### config.mk
export PLATFORM = sky130hd
export DESIGN_NAME = descCfgChecker
export DESIGN_NICKNAME = d
export VERILOG_FILES = /design/src/rtl/descChkPkg.sv /design/src/rtl/descChkAlign.sv /design/src/rtl/descChkUnique.sv /design/src/rtl/descChkCtrl.sv /design/src/rtl/descChkDatapath.sv /design/src/rtl/descCfgChecker.sv
export SDC_FILE = /design/constraint.sdc
export NUM_CORES = 1
export LEC_CHECK = 0
export BUFFER_PORTS_ARGS = -buffer_cell sky130_fd_sc_hd__buf_4
export CAP_MARGIN = 15
export CORE_AREA = 2 2 79 81
export DETAILED_ROUTE_END_ITERATION = 6
export DIE_AREA = 0 0 81 83
export PLACE_DENSITY = 0.66
export RECOVER_POWER = 50
export SLEW_MARGIN = 20
export SYNTH_ARGS = -nofsm -noshare
export SYNTH_HDL_FRONTEND = slang
export SYNTH_SLANG_ARGS = --single-unit
### constraint.sdc
create_clock -name clk -period 0.8 [get_ports clk]
set_input_delay 0.16 -clock clk [delete_from_list [all_inputs] [get_ports clk]]
set_output_delay 0.16 -clock clk [all_outputs]
set_load 0.005 [all_outputs]
### src/rtl/descChkPkg.sv
package descChkPkg;

  typedef enum logic [2:0] {
    CAUSE_NONE      = 3'd0,
    CAUSE_SRC_ALIGN = 3'd1,
    CAUSE_DST_ALIGN = 3'd2,
    CAUSE_BYTE_CNT  = 3'd3,
    CAUSE_CHAN_PRI  = 3'd4,
    CAUSE_GROUP_PRI = 3'd5,
    CAUSE_SG_ALIGN  = 3'd6,
    CAUSE_LINK      = 3'd7
  } causeT;

  typedef struct packed {
    logic evalActivation;
    logic evalScatter;
    logic evalLink;
    logic capture;
  } evalStrobesT;

  localparam int SG_ALIGN_LOG = 5;

  // log2 of operand size; valid flag in the MSB of the result
  function automatic logic [3:0] decodeSize(input logic [2:0] code);
    case (code)
      3'd0: decodeSize = 4'b1_000;
      3'd1: decodeSize = 4'b1_001;
      3'd2: decodeSize = 4'b1_010;
      3'd3: decodeSize = 4'b1_011;
      3'd4: decodeSize = 4'b1_101;
      default: decodeSize = 4'b0_000;
    endcase
  endfunction

endpackage

### src/rtl/descChkAlign.sv
module descChkAlign
  import descChkPkg::*;
#(
  parameter int ADDR_W = 32,
  parameter int OFF_W  = 16,
  parameter int BCNT_W = 16
) (
  input  logic [ADDR_W-1:0] addr,
  input  logic [OFF_W-1:0]  off,
  input  logic [2:0]        sizeCode,
  input  logic [BCNT_W-1:0] byteCount,
  output logic              sizeBad,
  output logic              misaligned,
  output logic              countBad
);
  logic [3:0]        decoded;
  logic [2:0]        sizeLog;
  logic [ADDR_W-1:0] addrMask;
  logic [OFF_W-1:0]  offMask;
  logic [BCNT_W-1:0] cntMask;

  always_comb begin
    decoded    = decodeSize(sizeCode);
    sizeBad    = !decoded[3];
    sizeLog    = decoded[2:0];
    addrMask   = ~({ADDR_W{1'b1}} << sizeLog);
    offMask    = ~({OFF_W{1'b1}} << sizeLog);
    cntMask    = ~({BCNT_W{1'b1}} << sizeLog);
    misaligned = sizeBad || (|(addr & addrMask)) || (|(off & offMask));
    countBad   = |(byteCount & cntMask);
  end
endmodule

### src/rtl/descChkUnique.sv
module descChkUnique #(
  parameter int COUNT = 4,
  parameter int WIDTH = 2
) (
  input  logic [COUNT*WIDTH-1:0] values,
  output logic                   duplicate
);
  localparam int PAIR_SLOTS = COUNT * COUNT;
  logic [PAIR_SLOTS-1:0] pairHit;

  for (genvar i = 0; i < COUNT; i++) begin : gRow
    for (genvar j = 0; j < COUNT; j++) begin : gCol
      if (j > i) begin : gCmp
        assign pairHit[i*COUNT+j] =
          (values[i*WIDTH +: WIDTH] == values[j*WIDTH +: WIDTH]);
      end else begin : gNone
        assign pairHit[i*COUNT+j] = 1'b0;
      end
    end
  end

  assign duplicate = |pairHit;
endmodule

### src/rtl/descChkCtrl.sv
module descChkCtrl
  import descChkPkg::*;
(
  input  logic        activateStb,
  input  logic        minorDoneStb,
  input  logic        majorDoneStb,
  input  logic        sgEnable,
  input  logic        minorLinkEnable,
  output evalStrobesT strobes
);
  always_comb begin
    strobes.evalActivation = activateStb;
    strobes.evalScatter    = majorDoneStb && sgEnable;
    strobes.evalLink       = minorDoneStb && minorLinkEnable;
    strobes.capture        = activateStb || minorDoneStb || majorDoneStb;
  end
endmodule

### src/rtl/descChkDatapath.sv
module descChkDatapath
  import descChkPkg::*;
#(
  parameter int ADDR_W       = 32,
  parameter int OFF_W        = 16,
  parameter int BCNT_W       = 16,
  parameter int NUM_GROUPS   = 4,
  parameter int CH_PER_GROUP = 4,
  parameter int CH_PRI_W     = 2,
  parameter int GRP_PRI_W    = 2
) (
  input  logic                                   clk,
  input  logic                                   rstN,
  input  evalStrobesT                            strobes,
  input  logic [ADDR_W-1:0]                      srcAddr,
  input  logic [OFF_W-1:0]                       srcOff,
  input  logic [2:0]                             srcSizeCode,
  input  logic [ADDR_W-1:0]                      dstAddr,
  input  logic [OFF_W-1:0]                       dstOff,
  input  logic [2:0]                             dstSizeCode,
  input  logic [BCNT_W-1:0]                      minorBytes,
  input  logic [ADDR_W-1:0]                      sgAddr,
  input  logic                                   curIterLinkBit,
  input  logic                                   begIterLinkBit,
  input  logic                                   chanRoundRobin,
  input  logic                                   groupRoundRobin,
  input  logic [NUM_GROUPS*CH_PER_GROUP*CH_PRI_W-1:0] chanPri,
  input  logic [NUM_GROUPS*GRP_PRI_W-1:0]        groupPri,
  output logic                                   errFlag,
  output causeT                                  errCause
);
  localparam int GROUP_BITS = CH_PER_GROUP * CH_PRI_W;

  logic srcSizeBad, srcMis, srcCntBad;
  logic dstSizeBad, dstMis, dstCntBad;
  logic [NUM_GROUPS-1:0] groupHasDup;
  logic groupsDup;
  logic sgMis, linkMismatch;
  logic chanFail, groupFail;
  causeT nextCause;

  descChkAlign #(.ADDR_W(ADDR_W), .OFF_W(OFF_W), .BCNT_W(BCNT_W)) i_srcAlign (
    .addr(srcAddr), .off(srcOff), .sizeCode(srcSizeCode), .byteCount(minorBytes),
    .sizeBad(srcSizeBad), .misaligned(srcMis), .countBad(srcCntBad)
  );

  descChkAlign #(.ADDR_W(ADDR_W), .OFF_W(OFF_W), .BCNT_W(BCNT_W)) i_dstAlign (
    .addr(dstAddr), .off(dstOff), .sizeCode(dstSizeCode), .byteCount(minorBytes),
    .sizeBad(dstSizeBad), .misaligned(dstMis), .countBad(dstCntBad)
  );

  for (genvar g = 0; g < NUM_GROUPS; g++) begin : gChanUnique
    descChkUnique #(.COUNT(CH_PER_GROUP), .WIDTH(CH_PRI_W)) i_chanUnique (
      .values(chanPri[g*GROUP_BITS +: GROUP_BITS]),
      .duplicate(groupHasDup[g])
    );
  end

  descChkUnique #(.COUNT(NUM_GROUPS), .WIDTH(GRP_PRI_W)) i_groupUnique (
    .values(groupPri),
    .duplicate(groupsDup)
  );

  assign sgMis        = |(sgAddr & ~({ADDR_W{1'b1}} << SG_ALIGN_LOG));
  assign linkMismatch = curIterLinkBit != begIterLinkBit;
  assign chanFail     = !chanRoundRobin && (|groupHasDup);
  assign groupFail    = !groupRoundRobin && groupsDup;

  // later assignments win: lowest cause code takes precedence
  always_comb begin
    nextCause = CAUSE_NONE;
    if (strobes.evalLink && linkMismatch) nextCause = CAUSE_LINK;
    if (strobes.evalScatter && sgMis)     nextCause = CAUSE_SG_ALIGN;
    if (strobes.evalActivation) begin
      if (groupFail)                     nextCause = CAUSE_GROUP_PRI;
      if (chanFail)                      nextCause = CAUSE_CHAN_PRI;
      if (!srcSizeBad && !dstSizeBad && (srcCntBad || dstCntBad))
                                         nextCause = CAUSE_BYTE_CNT;
      if (dstMis || dstSizeBad)          nextCause = CAUSE_DST_ALIGN;
      if (srcMis || srcSizeBad)          nextCause = CAUSE_SRC_ALIGN;
    end
  end

  always_ff @(posedge clk or negedge rstN) begin
    if (!rstN) begin
      errCause <= CAUSE_NONE;
      errFlag  <= 1'b0;
    end else if (strobes.capture) begin
      errCause <= nextCause;
      errFlag  <= (nextCause != CAUSE_NONE);
    end
  end
endmodule

### src/rtl/descCfgChecker.sv
module descCfgChecker
  import descChkPkg::*;
#(
  parameter int ADDR_W       = 32,
  parameter int OFF_W        = 16,
  parameter int BCNT_W       = 16,
  parameter int NUM_GROUPS   = 4,
  parameter int CH_PER_GROUP = 4,
  parameter int CH_PRI_W     = (CH_PER_GROUP > 1) ? $clog2(CH_PER_GROUP) : 1,
  parameter int GRP_PRI_W    = (NUM_GROUPS > 1) ? $clog2(NUM_GROUPS) : 1
) (
  input  logic                                        clk,
  input  logic                                        rstN,
  input  logic                                        activateStb,
  input  logic                                        minorDoneStb,
  input  logic                                        majorDoneStb,
  input  logic [ADDR_W-1:0]                           srcAddr,
  input  logic [OFF_W-1:0]                            srcOff,
  input  logic [2:0]                                  srcSizeCode,
  input  logic [ADDR_W-1:0]                           dstAddr,
  input  logic [OFF_W-1:0]                            dstOff,
  input  logic [2:0]                                  dstSizeCode,
  input  logic [BCNT_W-1:0]                           minorBytes,
  input  logic                                        sgEnable,
  input  logic [ADDR_W-1:0]                           sgAddr,
  input  logic                                        minorLinkEnable,
  input  logic                                        curIterLinkBit,
  input  logic                                        begIterLinkBit,
  input  logic                                        chanRoundRobin,
  input  logic                                        groupRoundRobin,
  input  logic [NUM_GROUPS*CH_PER_GROUP*CH_PRI_W-1:0] chanPri,
  input  logic [NUM_GROUPS*GRP_PRI_W-1:0]             groupPri,
  output logic                                        errFlag,
  output logic [2:0]                                  errCause
);
  evalStrobesT strobes;
  causeT       causeQ;

  descChkCtrl i_ctrl (
    .activateStb(activateStb), .minorDoneStb(minorDoneStb), .majorDoneStb(majorDoneStb),
    .sgEnable(sgEnable), .minorLinkEnable(minorLinkEnable), .strobes(strobes)
  );

  descChkDatapath #(
    .ADDR_W(ADDR_W), .OFF_W(OFF_W), .BCNT_W(BCNT_W), .NUM_GROUPS(NUM_GROUPS),
    .CH_PER_GROUP(CH_PER_GROUP), .CH_PRI_W(CH_PRI_W), .GRP_PRI_W(GRP_PRI_W)
  ) i_datapath (
    .clk(clk), .rstN(rstN), .strobes(strobes),
    .srcAddr(srcAddr), .srcOff(srcOff), .srcSizeCode(srcSizeCode),
    .dstAddr(dstAddr), .dstOff(dstOff), .dstSizeCode(dstSizeCode),
    .minorBytes(minorBytes), .sgAddr(sgAddr),
    .curIterLinkBit(curIterLinkBit), .begIterLinkBit(begIterLinkBit),
    .chanRoundRobin(chanRoundRobin), .groupRoundRobin(groupRoundRobin),
    .chanPri(chanPri), .groupPri(groupPri),
    .errFlag(errFlag), .errCause(causeQ)
  );

  assign errCause = causeQ;
endmodule

== Word-level counts from Yosys, hierarchy flattened ==
Cells that the tools add are included.

* Bits in registers: 4
* Bits in latches: 0
* Memory bits (writable): 0
* Memory bits (read-only): 0
* Input bits: 201
* Output and inout bits: 4
* Logic and storage cells: 98
* Memories kept: 0

* Add/subtract/negate cells: 0
* $mul: 0
* Div/mod/pow operators: 0
* Magnitude comparators: 0
* Eq/ne operators: 39
* Shift operators: 4
* Muxes and demuxes: 10
* Bitwise operators: 10
* Reductions and logical operators: 33

{| class="wikitable"
|+ Operators with widths
! cell !! number
|-
| 16-bit bitwise AND || 4
|-
| 32-bit bitwise AND || 2
|-
| 32-bit inverter || 2
|-
| 16-bit OR reduction || 4
|-
| 32-bit OR reduction || 2
|-
| 32-bit by 3-bit << shifter with 32-bit output, first input constant || 2
|-
| 2-bit equality test || 30
|-
| 4-bit case mux with 5 select lines || 2
|-
| 16-bit inverter || 2
|-
| 16-bit by 3-bit << shifter with 16-bit output, first input constant || 2
|-
| 3-bit two-way mux || 8
|-
| 24-bit OR reduction || 1
|-
| 3-bit by 2-bit equality test with 1-bit output, second input constant || 4
|-
| 1-bit logical OR || 9
|-
| 1-bit logical AND || 8
|-
| 3-bit by 1-bit equality test with 1-bit output, second input constant || 2
|-
| 3-bit equality test, second input constant || 2
|-
| 3-bit zero test || 2
|-
| 6-bit OR reduction || 1
|-
| 5-bit OR reduction || 1
|-
| 1-bit zero test || 4
|-
| 3-bit nonzero test || 1
|-
| 1-bit != test || 1
|}

== Depth between registers and ports, before layout ==
* Depth in word-level cells: 13
* Depth in mapped cells: 7
* Mapped depth without buffers: 7

== Cells and area by module ==
Synthesis repeated with hierarchy kept, for this count alone.

* Cell total of the unflattened synthesis: 167
* Area, all modules: 1291.2 um^2

{| class="wikitable"
|+ By module, submodules not included
! module !! instances !! cells an instance !! area an instance (um^2) !! seq. area each (um^2)
|-
| descChkUnique || 5 || 16 || 130.1 || 0.0
|-
| descChkDatapath || 1 || 41 || 335.3 || 100.1
|-
| descChkAlign || 2 || 21 || 138.9 || 0.0
|-
| descChkCtrl || 1 || 4 || 27.5 || 0.0
|}

== Least setup slack after synthesis ==
No wires, ideal clock.

* Kind: input-to-reg
* Start: input sgAddr[0]
* End: register i_datapath.errFlag
* Library setup time: 0.082 ns
* Data arrival time: 1.606 ns
* Required time: 0.718 ns
* Setup slack: -0.888 ns
* Stages: 6
* Buffers on the path: 0
* Path through: or4_1 -> o211ai_1 -> nand4_1 -> a21o_1 -> a221o_1 -> a31oi_1

* Longest elaborated chain between the ends: 10

{| class="wikitable"
|+ RTL lines
! element !! line !! RTL
|-
| from (decl) || descCfgChecker.sv:25 || <nowiki>input logic [ADDR_W-1:0] sgAddr,</nowiki>
|-
| 5-bit OR reduction (*) || descChkDatapath.sv:64 || <nowiki>assign sgMis = |(sgAddr & ~({ADDR_W{1'b1}} << SG_ALIGN_LOG));</nowiki>
|-
| 1-bit logical AND (*) || descChkDatapath.sv:73 || <nowiki>if (strobes.evalScatter && sgMis) nextCause = CAUSE_SG_ALIGN;</nowiki>
|-
| 3-bit two-way mux (*) || descChkDatapath.sv:73 ||
|-
| 3-bit two-way mux || descChkDatapath.sv:75 || <nowiki>if (groupFail) nextCause = CAUSE_GROUP_PRI;</nowiki>
|-
| 3-bit two-way mux || descChkDatapath.sv:76 || <nowiki>if (chanFail) nextCause = CAUSE_CHAN_PRI;</nowiki>
|-
| 3-bit two-way mux || descChkDatapath.sv:77 || <nowiki>if (!srcSizeBad && !dstSizeBad && (srcCntBad || dstCntBad))</nowiki>
|-
| 3-bit two-way mux || descChkDatapath.sv:79 || <nowiki>if (dstMis || dstSizeBad) nextCause = CAUSE_DST_ALIGN;</nowiki>
|-
| 3-bit two-way mux || descChkDatapath.sv:80 || <nowiki>if (srcMis || srcSizeBad) nextCause = CAUSE_SRC_ALIGN;</nowiki>
|-
| 3-bit two-way mux (*) || descChkDatapath.sv:74 || <nowiki>if (strobes.evalActivation) begin</nowiki>
|-
| 3-bit nonzero test (*) || descChkDatapath.sv:90 || <nowiki>errFlag <= (nextCause != CAUSE_NONE);</nowiki>
|-
| to (signal assigned) || descChkDatapath.sv:90 ||
|-
| to (decl) || descChkDatapath.sv:29 || <nowiki>output logic errFlag,</nowiki>
|}

Mark *: on every way between the ends. The rest lies on a longest branch, timed or not.
A chain may end at the register's enable or synchronous reset.

== Worst setup path in the final report ==
* Start: input chanPri[17]
* End: register i_datapath.errFlag

* Longest elaborated chain between the ends: 9
* Elaborated cells on any way between the ends: 11
* Those cells by class: 3 x eq/ne; 5 x mux; 3 x reduce/logical

{| class="wikitable"
|+ RTL lines
! element !! line !! RTL
|-
| from (decl) || descCfgChecker.sv:31 || <nowiki>input logic [NUM_GROUPS*CH_PER_GROUP*CH_PRI_W-1:0] chanPri,</nowiki>
|-
| 2-bit equality test || descChkUnique.sv:15 || <nowiki>(values[i*WIDTH +: WIDTH] == values[j*WIDTH +: WIDTH]);</nowiki>
|-
| 24-bit OR reduction (*) || descChkDatapath.sv:66 || <nowiki>assign chanFail = !chanRoundRobin && (|groupHasDup);</nowiki>
|-
| 1-bit logical AND (*) || descChkDatapath.sv:66 ||
|-
| 3-bit two-way mux (*) || descChkDatapath.sv:76 ||
|-
| 3-bit two-way mux (*) || descChkDatapath.sv:77 ||
|-
| 3-bit two-way mux (*) || descChkDatapath.sv:79 ||
|-
| 3-bit two-way mux (*) || descChkDatapath.sv:80 ||
|-
| 3-bit two-way mux (*) || descChkDatapath.sv:74 ||
|-
| 3-bit nonzero test (*) || descChkDatapath.sv:90 ||
|}

Marks and branches as above.

==> results.json <==
{
  "cpPeakStageDelay_ns": 0.32,
  "drive_gt1_share_pct": 48.3,
  "syn_area_mm2": 0.00114,
  "die_h_um": 83,
  "final_common_cell": "buf_4",
  "cp_cell_sequence": "buf_4 > xor2_1 > o22ai_1 > nor4_2 > a31oi_2 > a21o_1 > a221o_1 > a31oi_1",
  "fin_nets": 462,
  "grt_max_degree": 6,
  "use_met3_pct": 5.54,
  "diodes": 0,
  "synth_seq_area_share_pct": 8.78,
  "syn_inst": 146,
  "required_ns": 0.94,
  "clk_latency_ns": 0.22,
  "p_switching_uw": 617,
  "syn2layout_area_growth_pct": 92.9,
  "final.setup.worst_slack_ns": -0.818,
  "finalHoldViolations": 0,
  "pwr-share-seq_pct": 13.0,
  "crit_family": "compound AO/OA/AOI/OAI gates",
  "p_leak_nw": 1.01,
  "grt_pass1_wl_um": 7470,
  "ir_drop_mv": 0.675,
  "numPortBuffers": 90,
  "synth_cell_types": 31,
  "root_buffer": "clkbuf_8",
  "crit_slowest_cell": "a221o_1",
  "fin_crit_ns": 1.62,
  "sw_frac_of_total_pct": 33.5,
  "place.gp.congestion": 0.851,
  "drt_iter0_markers": 30,
  "setup_viol": 8,
  "cp_num_buf_inv": 1,
  "startpoint_type": "input pin",
  "power_frac_comb_pct": 63.7,
  "initial_utilization_pct": 19.6,
  "syn-mean-instance-area_um2": 7.81,
  "avgRoutedWirePerCell_um": 13.6,
  "vias": 1523,
  "fin_skew_ns": 0,
  "cp-end-kind": "register",
  "crit_start": "chanPri[17]",
  "violations": "setup timing",
  "grt.busiest_layer": "met2",
  "ys_warn_count": 0,
  "die_x_um": 81,
  "hold_start": "activateStb",
  "cap_viol_max_count": 0,
  "dpl_worst_slack_ns": -1.13,
  "final_cell_mix": "buf_4, xor2_1, o22ai_1",
  "path_clk_slew_ns": 0.03,
  "ys_seq_elements": 4,
  "cts_buffer_depth": 2,
  "power.internal_mw": 1.22,
  "reg2reg_from": "i_datapath.errCause[2]$_DFFE_PN0P_",
  "grt_pass1_vias": 1627,
  "worstPathArrival_ns": 1.75,
  "fillers": 605,
  "worstMarginPinSlew_ns": 0.324,
  "holdWs_ns": 0.259,
  "clockPowerShare_pct": 23.2,
  "status": "finished, violations left",
  "drt-total-wl_um": 4540,
  "grtUsageMet1_pct": 16.5,
  "slew_violations": 0,
  "fmax_ghz": 0.618,
  "pin_count": 205,
  "grtUsageMet2_pct": 22.5,
  "antenna_found_initial": 0,
  "drc": 0,
  "critPathKind": "input pin to register",
  "cts_tree": "built",
  "dr.pass1.iters": 4,
  "min_period_over_period_pct": 202,
  "numCtsBuffers": 3,
  "syn_nets": 347,
  "core_mm2": 0.00582,
  "viasPerCell": 4.56,
  "cts_max_level": 1,
  "cts_sinks": 4,
  "slew_headroom_pct": 78.2,
  "grt_use_total_pct": 13.7,
  "rsz0062_at_grt": "true",
  "hp-class": "input pin to register",
  "worstPathMaxFanout": 3,
  "dp_hpwl_um": 3940,
  "rows": 28,
  "ant_nets": 0,
  "grt_overflow": 0,
  "dieArea_mm2": 0.00672,
  "power_density_mw_per_mm2": 837
}
-- metal layers --
| metal | vias up | wire, um |
|---|---|---|
| met5 | - | 0 |
| met4 | 0 | 50 |
| met3 | 6 | 624 |
| met2 | 73 | 2090 |
| met1 | 676 | 1770 |
| li1 | 768 | - |
-- power groups by stage --
stage | clock network [mW] | registers [mW] | logic [mW]
after CTS | 0.430 | 0.238 | 1.17
after global placement | 0 | 0.238 | 1.07
after floorplan | 0 | 0.239 | 0.430
final | 0.428 | 0.240 | 1.17
after global routing | 0.443 | 0.243 | 1.30
after detailed placement | 0 | 0.238 | 1.09
-- Yosys cell counts --
cell       count  area [um^2]
a21boi_0       1         7.51
a21o_1         1         7.51
a21oi_1        4         20.0
a221o_1        2         20.0
a221oi_1       1         8.76
a22oi_1        4         30.0
a31oi_1        4         25.0
dfrtp_1        4          100
inv_1          6         22.5
inv_4          1         6.26
nand2_1        3         11.3
nand2_4        1         11.3
nand3_1        1         5.00
nand4_1        1         6.26
nor2_1         6         22.5
nor2b_4        1         13.8
nor3_1         3         15.0
nor3b_1        2         15.0
nor3b_2        1         12.5
nor4_1         9         56.3
o2111ai_2      1         15.0
o211ai_1       2         15.0
o21ai_0        5         25.0
o21ai_1        3         15.0
o22ai_1       14         87.6
o31a_1         1         8.76
o32ai_1        1         8.76
or3_1          1         6.26
or4_1          1         7.51
xnor2_1       12          105
xor2_1        49          429
-- state kept, by name, summed over array words and instances (netlist names) --
name / cells
i_datapath.errCause: 3
i_datapath.errFlag: 1
-- logic make-up after synthesis --
logic type / share of synthesized area, %
AO/OA/AOI/OAI: 25.8
XOR/XNOR: 46.9
buffers and inverters: 2.52
flip-flops: 8.78
AND/OR/NAND/NOR: 16.0
-- worst min-delay path, cell delays in order --
cell and delay, ns:
buf_4 0.09, buf_4 0.11, o21ai_1 0.06
-- metrics by stage --
stage	util (%)	total power, mW	TNS [ns]	instance area, um^2	std cells
2_1_floorplan	-	0.669	-3.24	1150	146
3_3_place_gp	35.2	1.31	-4.14	2050	327
3_5_place_dp	35.2	1.32	-4.25	2050	327
4_1_cts	37.5	1.83	-3.33	2180	334
5_1_grt	37.8	1.98	-4.05	2200	334
6_report	37.8	1.84	-3.40	2200	334
-- path summary, 6_finish.rpt --
check	depth (start not counted)	slack [ns]	endpoint
max	8	-0.82	i_datapath.errFlag$_DFFE_PN0P_
min	3	0.26	i_datapath.errCause[2]$_DFFE_PN0P_
max reg2reg	3	-0.06	i_datapath.errCause[2]$_DFFE_PN0P_
min reg2reg	2	0.54	i_datapath.errCause[0]$_DFFE_PN0P_
max in group asynchronous	2	0.31	i_datapath.errCause[1]$_DFFE_PN0P_
min in group asynchronous	2	0.31	i_datapath.errCause[2]$_DFFE_PN0P_
-- repair_timing --
item	4_1_cts	5_1_grt
endpoints found under the setup margin	8	8
setup buffers	3	0
hold endpoints to repair	4	0
hold buffers	1	0
gates resized for setup	12	3
pin swaps	5	3
-- area by class of cell --
cell class | instances | area, um^2 | share of cell area, %
Multi-Input combinational cell | 135 | 1070 | 48.9
Timing Repair Buffer | 110 | 860 | 39.1
Sequential cell | 4 | 100 | 4.55
Tap cell | 75 | 93.8 | 4.27
Clock buffer | 3 | 41.3 | 1.88
Inverter | 7 | 28.8 | 1.31
No activity file was read; power rests on OpenSTA's default activity.
